**src/rtl/ssu_pkg.sv**
```systemverilog
package ssu_pkg;
    typedef enum logic {
        SSU_EDGE_RISE = 1'b0,
        SSU_EDGE_FALL = 1'b1
    } ssu_edge_e;
endpackage

```
**src/rtl/ssu_baud_gen.sv**
```systemverilog
module ssu_baud_gen #(
    parameter int DIV_W = 8
) (
    input  logic             clk,
    input  logic             rst_n,
    input  logic [DIV_W-1:0] div,
    output logic             tick
);
    logic [DIV_W-1:0] cnt_d, cnt_q;

    always_comb begin
        tick  = (cnt_q >= div);
        cnt_d = tick ? '0 : cnt_q + 1'b1;
    end

    always_ff @(posedge clk or negedge rst_n) begin
        if (!rst_n) cnt_q <= '0;
        else        cnt_q <= cnt_d;
    end
endmodule

```
**src/rtl/ssu_edge_sync.sv**
```systemverilog
module ssu_edge_sync
    import ssu_pkg::*;
#(
    parameter ssu_edge_e KIND = SSU_EDGE_RISE
) (
    input  logic clk,
    input  logic rst_n,
    input  logic pin,
    output logic pulse
);
    logic [2:0] sync_d, sync_q;

    always_comb sync_d = {sync_q[1:0], pin};

    generate
        if (KIND == SSU_EDGE_RISE) begin : g_rise
            assign pulse = sync_q[1] & ~sync_q[2];
        end else begin : g_fall
            assign pulse = ~sync_q[1] & sync_q[2];
        end
    endgenerate

    always_ff @(posedge clk or negedge rst_n) begin
        if (!rst_n) sync_q <= '0;
        else        sync_q <= sync_d;
    end
endmodule

```
**src/rtl/ssu_tx_chan.sv**
```systemverilog
module ssu_tx_chan #(
    parameter int WORD_W = 16
) (
    input  logic              clk,
    input  logic              rst_n,
    input  logic              en,
    input  logic              master,
    input  logic              tick,
    input  logic              ext_fall,
    input  logic              load,
    input  logic [WORD_W-1:0] data,
    output logic              empty,
    output logic              sclk,
    output logic              sd
);
    localparam int CNT_W = $clog2(WORD_W + 1);

    typedef struct packed {
        logic [WORD_W-1:0] hold;
        logic              hold_vld;
        logic [WORD_W-1:0] shift;
        logic [CNT_W-1:0]  left;
        logic              active;
        logic              sclk;
    } tx_state_t;

    tx_state_t s_d, s_q;
    logic      fall_ev;
    logic      last_bit;

    always_comb begin
        s_d      = s_q;
        fall_ev  = master ? (s_q.active & tick & s_q.sclk) : (s_q.active & ext_fall);
        last_bit = fall_ev && (s_q.left == CNT_W'(1));

        if (master && s_q.active && tick) s_d.sclk = ~s_q.sclk;

        if (load && !s_q.hold_vld) begin
            s_d.hold     = data;
            s_d.hold_vld = 1'b1;
        end

        if (fall_ev) begin
            s_d.shift = {s_q.shift[WORD_W-2:0], 1'b0};
            s_d.left  = s_q.left - 1'b1;
            if (last_bit) s_d.active = 1'b0;
        end

        if (s_q.hold_vld && (!s_q.active || last_bit)) begin
            s_d.shift    = s_q.hold;
            s_d.left     = CNT_W'(WORD_W);
            s_d.active   = 1'b1;
            s_d.hold_vld = 1'b0;
        end

        if (!master) s_d.sclk = 1'b0;

        if (!en) begin
            s_d.hold_vld = s_q.hold_vld | (load & !s_q.hold_vld);
            s_d.active   = 1'b0;
            s_d.sclk     = 1'b0;
            s_d.shift    = '0;
            s_d.left     = '0;
        end
    end

    always_ff @(posedge clk or negedge rst_n) begin
        if (!rst_n) s_q <= '0;
        else        s_q <= s_d;
    end

    assign empty = ~s_q.hold_vld;
    assign sclk  = s_q.sclk;
    assign sd    = s_q.shift[WORD_W-1];
endmodule

```
**src/rtl/ssu_rx_chan.sv**
```systemverilog
module ssu_rx_chan #(
    parameter int WORD_W = 16
) (
    input  logic              clk,
    input  logic              rst_n,
    input  logic              en,
    input  logic              master,
    input  logic              tick,
    input  logic              ext_rise,
    input  logic              sd,
    input  logic              rd,
    output logic [WORD_W-1:0] data,
    output logic              full,
    output logic              ovf,
    output logic              sclk
);
    localparam int CNT_W = $clog2(WORD_W);

    typedef struct packed {
        logic [WORD_W-1:0] shift;
        logic [CNT_W-1:0]  got;
        logic [WORD_W-1:0] hold;
        logic              full;
        logic              ovf;
        logic              sclk;
    } rx_state_t;

    rx_state_t         s_d, s_q;
    logic              rise_ev;
    logic              done;
    logic [WORD_W-1:0] next_shift;

    always_comb begin
        s_d        = s_q;
        done       = 1'b0;
        rise_ev    = en && (master ? (tick & ~s_q.sclk) : ext_rise);
        next_shift = {s_q.shift[WORD_W-2:0], sd};

        if (master && en && tick) s_d.sclk = ~s_q.sclk;
        if (!master || !en)       s_d.sclk = 1'b0;

        if (rise_ev) begin
            s_d.shift = next_shift;
            if (s_q.got == CNT_W'(WORD_W - 1)) begin
                done     = 1'b1;
                s_d.got  = '0;
                s_d.hold = next_shift;
            end else begin
                s_d.got = s_q.got + 1'b1;
            end
        end

        if (!en) s_d.got = '0;

        s_d.full = (s_q.full & ~rd) | done;
        s_d.ovf  = (s_q.ovf & ~rd) | (done & s_q.full & ~rd);
    end

    always_ff @(posedge clk or negedge rst_n) begin
        if (!rst_n) s_q <= '0;
        else        s_q <= s_d;
    end

    assign data = s_q.hold;
    assign full = s_q.full;
    assign ovf  = s_q.ovf;
    assign sclk = s_q.sclk;
endmodule

```
**src/rtl/sync_serial_unit.sv**
```systemverilog
module sync_serial_unit
    import ssu_pkg::*;
#(
    parameter int WORD_W = 16,
    parameter int DIV_W  = 8
) (
    input  logic              clk,
    input  logic              rst_n,
    input  logic [DIV_W-1:0]  baud_div,
    input  logic              tx_en,
    input  logic              tx_master,
    input  logic              tx_irq_en,
    input  logic              tx_load,
    input  logic [WORD_W-1:0] tx_data,
    output logic              tx_empty,
    output logic              tx_irq,
    input  logic              tx_sclk_in,
    output logic              tx_sclk_out,
    output logic              tx_sd,
    input  logic              rx_en,
    input  logic              rx_master,
    input  logic              rx_irq_en,
    input  logic              rx_read,
    output logic [WORD_W-1:0] rx_data,
    output logic              rx_full,
    output logic              rx_ovf,
    output logic              rx_irq,
    input  logic              rx_sclk_in,
    output logic              rx_sclk_out,
    input  logic              rx_sd
);
    logic tick;
    logic tx_ext_fall;
    logic rx_ext_rise;

    ssu_baud_gen #(.DIV_W(DIV_W)) u_baud (
        .clk(clk), .rst_n(rst_n), .div(baud_div), .tick(tick)
    );

    ssu_edge_sync #(.KIND(SSU_EDGE_FALL)) u_tx_sync (
        .clk(clk), .rst_n(rst_n), .pin(tx_sclk_in), .pulse(tx_ext_fall)
    );

    ssu_edge_sync #(.KIND(SSU_EDGE_RISE)) u_rx_sync (
        .clk(clk), .rst_n(rst_n), .pin(rx_sclk_in), .pulse(rx_ext_rise)
    );

    ssu_tx_chan #(.WORD_W(WORD_W)) u_tx (
        .clk(clk), .rst_n(rst_n), .en(tx_en), .master(tx_master),
        .tick(tick), .ext_fall(tx_ext_fall), .load(tx_load), .data(tx_data),
        .empty(tx_empty), .sclk(tx_sclk_out), .sd(tx_sd)
    );

    ssu_rx_chan #(.WORD_W(WORD_W)) u_rx (
        .clk(clk), .rst_n(rst_n), .en(rx_en), .master(rx_master),
        .tick(tick), .ext_rise(rx_ext_rise), .sd(rx_sd), .rd(rx_read),
        .data(rx_data), .full(rx_full), .ovf(rx_ovf), .sclk(rx_sclk_out)
    );

    assign tx_irq = tx_irq_en & tx_empty;
    assign rx_irq = rx_irq_en & rx_full;
endmodule

```
**config.mk**
```make
export PLATFORM = sky130hd
export DESIGN_NAME = sync_serial_unit
export DESIGN_NICKNAME = d
export VERILOG_FILES = /design/src/rtl/ssu_pkg.sv /design/src/rtl/ssu_baud_gen.sv /design/src/rtl/ssu_edge_sync.sv /design/src/rtl/ssu_tx_chan.sv /design/src/rtl/ssu_rx_chan.sv /design/src/rtl/sync_serial_unit.sv
export SDC_FILE = /design/constraint.sdc
export NUM_CORES = 1
export LEC_CHECK = 0
export BUFFER_PORTS_ARGS = -buffer_cell sky130_fd_sc_hd__buf_2
export CORE_UTILIZATION = 30
export CTS_CLUSTER_SIZE = 30
export DETAILED_ROUTE_END_ITERATION = 7
export HOLD_SLACK_MARGIN = 0.02
export PLACE_DENSITY = 0.56
export REMOVE_ABC_BUFFERS = 1
export SLEW_MARGIN = 0
export SYNTH_ARGS = -nofsm -noshare
export SYNTH_HDL_FRONTEND = slang
export SYNTH_SLANG_ARGS = --single-unit
```
**constraint.sdc**
```tcl
create_clock -name clk -period 2.2 [get_ports clk]
set_input_delay 0.44 -clock clk [delete_from_list [all_inputs] [get_ports clk]]
set_output_delay 0.44 -clock clk [all_outputs]
set_load 0.03 [all_outputs]
```
Word-level counts from Yosys, hierarchy flattened. Index checks and enable logic that the tools add are counted.

Order comparisons: 1. Muxes and demuxes: 18. Eq/ne operators: 7. Reduce and logical (&&, ||, !) cells: 17. Bitwise logic cells: 22. Add/sub/neg operators: 3.

Operators by type and width (number): $mux 24 (1); $mux 23 (1); $mux 22 (1); $mux 20 (1); $mux 16 (1); $and 1x1->1 (13); $mux 1 (10); $ne 3x1->1 const B (3); $add 8x1->8 const B (1); $ge 8x8->1 (1); $logic_and 1x1->1 (8); $mux 4 (2); $mux 8 (1); $not 1->1 (6); $eq 5x1->1 const B (1); $sub 5x1->5 const B (1); $add 4x1->4 const B (1); $eq 4x4->1 const B (1); $logic_not 1->1 (4); $reduce_and 2->1 (2); $ne 3x2->1 const B (1); $or 1x1->1 (3); $logic_or 1x1->1 (2); $ne 2x1->1 const B (1); $reduce_bool 2->1 (1).

Output and inout port bits: 24. Bits in registers: 92. Bits of input ports: 37. Logic and storage cells: 83.

Logic depth before layout (Yosys ltp).
Word-level depth: 9. Mapped depth: 10. Depth with buffers taken out: 8.

Cells and area by module. From an unflattened synthesis, not the netlist that was laid out.

Cells, all modules: 387. Area, all modules: 4449.3 um2.

Modules (own cells, without submodules): ssu_tx_chan (instances 1, area each 1981.9 um2, seq. area each 1001.0 um2, cells an instance 205); ssu_rx_chan (instances 1, area each 1721.7 um2, seq. area each 950.9 um2, cells an instance 118); ssu_baud_gen (instances 1, area each 555.5 um2, seq. area each 200.2 um2, cells an instance 54); ssu_edge_sync (instances 2, area each 88.8 um2, seq. area each 75.1 um2, cells an instance 4); sync_serial_unit (instances 1, area each 12.5 um2, seq. area each 0.0 um2, cells an instance 2).

Least setup slack after synthesis. Ideal clock, no wire load.

Kind: input to register. From: input port baud_div[0]. To: register u_rx.s_q, in the netlist u_rx.next_shift[10]. Arrival: 2335 ps. Path buffers: 2. Cell stages on the path: 9. Setup slack: -262 ps. Setup time: 127 ps. Required time: 2073 ps. Path through: ha_1 > nand2b_1 > a2111o_1 > a21o_1 > a21oi_4 > nand2b_1 > buf_4 > buf_8 > mux2_1.

Longest elaborated chain between the ends: 4.

RTL lines: start: declaration (RTL line sync_serial_unit.sv:9) `input logic [DIV_W-1:0] baud_div,`; $ge 8x8->1 (RTL line ssu_baud_gen.sv:12) `tick = (cnt_q >= div);`; $and 1x1->1 (RTL line ssu_rx_chan.sv:36) `rise_ev = en && (master ? (tick & ~s_q.sclk) : ext_rise);`; $mux 1 (RTL line ssu_rx_chan.sv:36); $logic_and 1x1->1 (RTL line ssu_rx_chan.sv:36); end signal: assignment (RTL line ssu_rx_chan.sv:60) `if (!rst_n) s_q <= '0;`; end signal: assignment (RTL line ssu_rx_chan.sv:61) `else s_q <= s_d;`; end: declaration (RTL line ssu_rx_chan.sv:28) `rx_state_t s_d, s_q;`.

Every way passes these cells. A chain may end at the register's enable or synchronous reset.

Final worst setup path.
From: register u_baud.cnt_q[0]. To: register u_rx.s_q, in the netlist u_rx.next_shift[11].

Longest elaborated chain between the ends: 4.

RTL lines: start: declaration (RTL line ssu_baud_gen.sv:9) `logic [DIV_W-1:0] cnt_d, cnt_q;`; start signal: assignment (RTL line ssu_baud_gen.sv:18) `else cnt_q <= cnt_d;`; $ge 8x8->1 (RTL line ssu_baud_gen.sv:12); $and 1x1->1 (RTL line ssu_rx_chan.sv:36); $mux 1 (RTL line ssu_rx_chan.sv:36); $logic_and 1x1->1 (RTL line ssu_rx_chan.sv:36).

Every way passes these cells.

==> run summary <==
Area Growth Syn to Fin -> 30.2%
Synth Register Bits -> 92
CP Max Fanout -> 8
first-pass GRT wire length -> 16.0 mm
busiest grt layer -> met2
fmax -> 428 MHz
Die Area -> 0.0154 mm^2
Hold Violations, Final -> 0
clk_skew -> 8.95 ps
Pre-Repair DR Iteration Count -> 4
post-synthesis cell count -> 396
Port Buffer Count -> 60
P_leak -> 2.89 nW
via count -> 3261
critical path startpoint category -> flop
top-count cell post-synth -> dfrtp_1
TritonCTS buffer count -> 9
CP bufs+invs -> 2
worst reg-to-reg path cell count -> 9
layout cells sized above 1 -> 41.3%
Reg2Reg Setup Slack -> -140 ps
main flop type after synthesis -> dfrtp_1
Slowest-stage cell, CP -> a2111o_1
YS warnings -> 0
Worst EP required -> 2430 ps
final instance area -> 0.00581 mm^2
via/cell ratio -> 4.97
fill cell total of the finished layout -> 1408
grt ovf -> 0
final setup margin -> -136 ps
Worst Setup End Kind -> flop
DR iter-0 viols -> 179
GR Util met1 -> 17.9%
status -> finished, violations left
Top Ports -> 61
Max-cap violations -> 0
dpl hpwl -> 6.44 mm
RSZ-0062 raised after global routing -> true
r2r startpoint -> u_baud.cnt_q[0]$_DFF_PN0_
H-tree depth -> 3
Synth top area share -> 51.6%
Mapped Area -> 0.00446 mm^2
initial antenna violation count -> 0
Seq/Total Area, Yosys -> 51.6%
global placer's final weighted congestion -> 0.777
CTS max path bufs -> 2
clock latency on the worst-skew pair -> 340 ps
final net count -> 516
Worst Tran Pin Value -> 564 ps
Async S/R FF share, synth -> 100%
Tmin final -> 2340 ps
GRT Overall Usage -> 13.4%
reg2reg end -> u_rx.next_shift[11]$_DFFE_PN0N_
fin crit share -> 106%
Placeable Area -> 0.0145 mm^2
GRT met2 Usage -> 21.3%
crit path DAT -> 2560 ps
setup violators final -> 22
Clock Pin Slew Worst Setup and Hold Paths -> 70 ps
Antenna Diode Count -> 0
Synth area leader -> dfrtp_1
max incr delay on CP -> 410 ps
final core utilization -> 40.0%
initial core utilization -> 30.7%
residual DRC count -> 0
Slew HR -> 62.3%
CTS tree -> built
critical path launch point -> u_baud.cnt_q[0]$_DFF_PN0_
Die H -> 124 um
Synth cell types -> 42
synth cell count leaders -> dfrtp_1, mux2_2, inv_1
CP delay by family, top -> compound AO/OA/AOI/OAI gates
failing checks -> setup timing
Routed WL -> 10.3 mm
Row Count -> 44
clock sink count -> 92
crit-path cells -> inv_1, ha_1, nand2b_4, a2111o_1, a21o_1, a21oi_4, nand2b_4, clkbuf_16, mux2_1
root buffer cell -> clkbuf_16
met3 Use GR -> 3.02%
worst hold path type -> primary input to asynchronous set/reset pin
cts hold-fix bufs -> 0
placed inst area -> 0.00506 mm^2
Post-synth EDFFs -> 0
Crit Path Class -> flop to flop
Die Span X -> 124 um
largest cells by area after synthesis -> dfrtp_1, mux2_2, o211a_1, ha_1, a21oi_1
PD cells -> 848 mW/mm^2
syn_area_per_cell -> 11.3 um^2
routed length per instance -> 15.7 um
number of global-route vias before repair -> 3236
VDD IR max -> 0.324 mV
most used cell, CP -> nand2b_4
Max Slew Vio Count -> 0
largest net degree at the start of global routing -> 38
antenna viol nets, final -> 0
per-stage QoR:
step	std cells	setup WS [ps]	power, mW	hold slack [ps]	TNS [ps]
2_1_floorplan	358	-1450	2.80	144	-38810
3_3_place_gp	631	-312	3.19	334	-9610
3_5_place_dp	631	-349	3.23	343	-13130
4_1_cts	651	-115	4.79	40.0	-1570
5_1_grt	656	-232	5.22	59.6	-5410
6_report	656	-136	4.93	29.2	-1730
registers in the layout, summed over array words and instances, names as in the netlist:
register          flops
u_rx.full             1
u_rx.s_q              4
u_rx_sync.sync_q      3
u_tx.s_q             38
u_tx_sync.sync_q      3
u_rx.sclk             1
u_tx.sclk             1
u_rx.data            16
u_baud.cnt_q          8
u_rx.next_shift      15
u_tx.sd               1
u_rx.ovf              1
report_power, final:
part	switching [mW]	internal (mW)	leakage, nW
Clock	0.701	0.818	0.142
Sequential	0.210	1.98	1.19
Combinational	0.588	0.631	1.56
logic make-up after synthesis:
kind of cell / Yosys count / share of synthesized area, %
AOI/OAI and AO/OA: 108 / 16.5
DFF: 92 / 51.6
buffers and inverters: 71 / 7.88
and+or+nand+nor: 53 / 6.22
muxes: 48 / 12.1
xor gates and xnor gates: 12 / 2.35
adders and majority gates: 12 / 3.36
placed cells by master, fill, tap and decap left out, types with 7 or more instances in the layout:
master,n
dfrtp_1,92
mux2_2,32
clkbuf_16,13
inv_1,33
nand3_1,8
mux2_4,13
a31oi_1,11
nand2_1,11
xor2_1,8
nor2_1,10
buf_6,7
o211a_1,16
a211oi_1,15
buf_4,20
ha_1,11
a21oi_1,7
a21oi_2,19
and3_1,9
buf_2,59
o21ai_0,16
metal layers:
layer	vias up	part of all wire, %
met3	9	4.7
met5	-	0
li1	1544	-
met2	72	47
met1	1636	47
met4	0	1.1
timing repair:
action,in CTS,in global routing
pin swaps,2,35
gates resized for setup,9,62
hold endpoints to repair,0,0
setup buffers,4,2
setup endpoints to repair,40,42
cloned,0,6
worst max-delay path by stage:
stage / end / depth (start not counted)
after detailed placement: u_rx.next_shift[2]$_DFFE_PN0N_ / 9
after CTS: u_rx.next_shift[15]$_DFFE_PN0N_ / 9
final: u_rx.next_shift[11]$_DFFE_PN0N_ / 9
after global routing: u_rx.next_shift[10]$_DFFE_PN0N_ / 9
after floorplan: u_tx.s_q[2]$_DFFE_PN0P_ / 8
after global placement: u_rx.next_shift[1]$_DFFE_PN0N_ / 9
final cells by class:
class	count	area, um^2	share of cell area (%)
multi-input combinational	233	2090	35.9
clock inverter	6	53.8	0.926
clock buffer	10	239	4.11
inverter	33	124	2.13
timing repair buffer	98	774	13.3
tap	184	230	3.96
sequential	92	2300	39.6
Note: power is estimated with default switching activity, not from simulation.
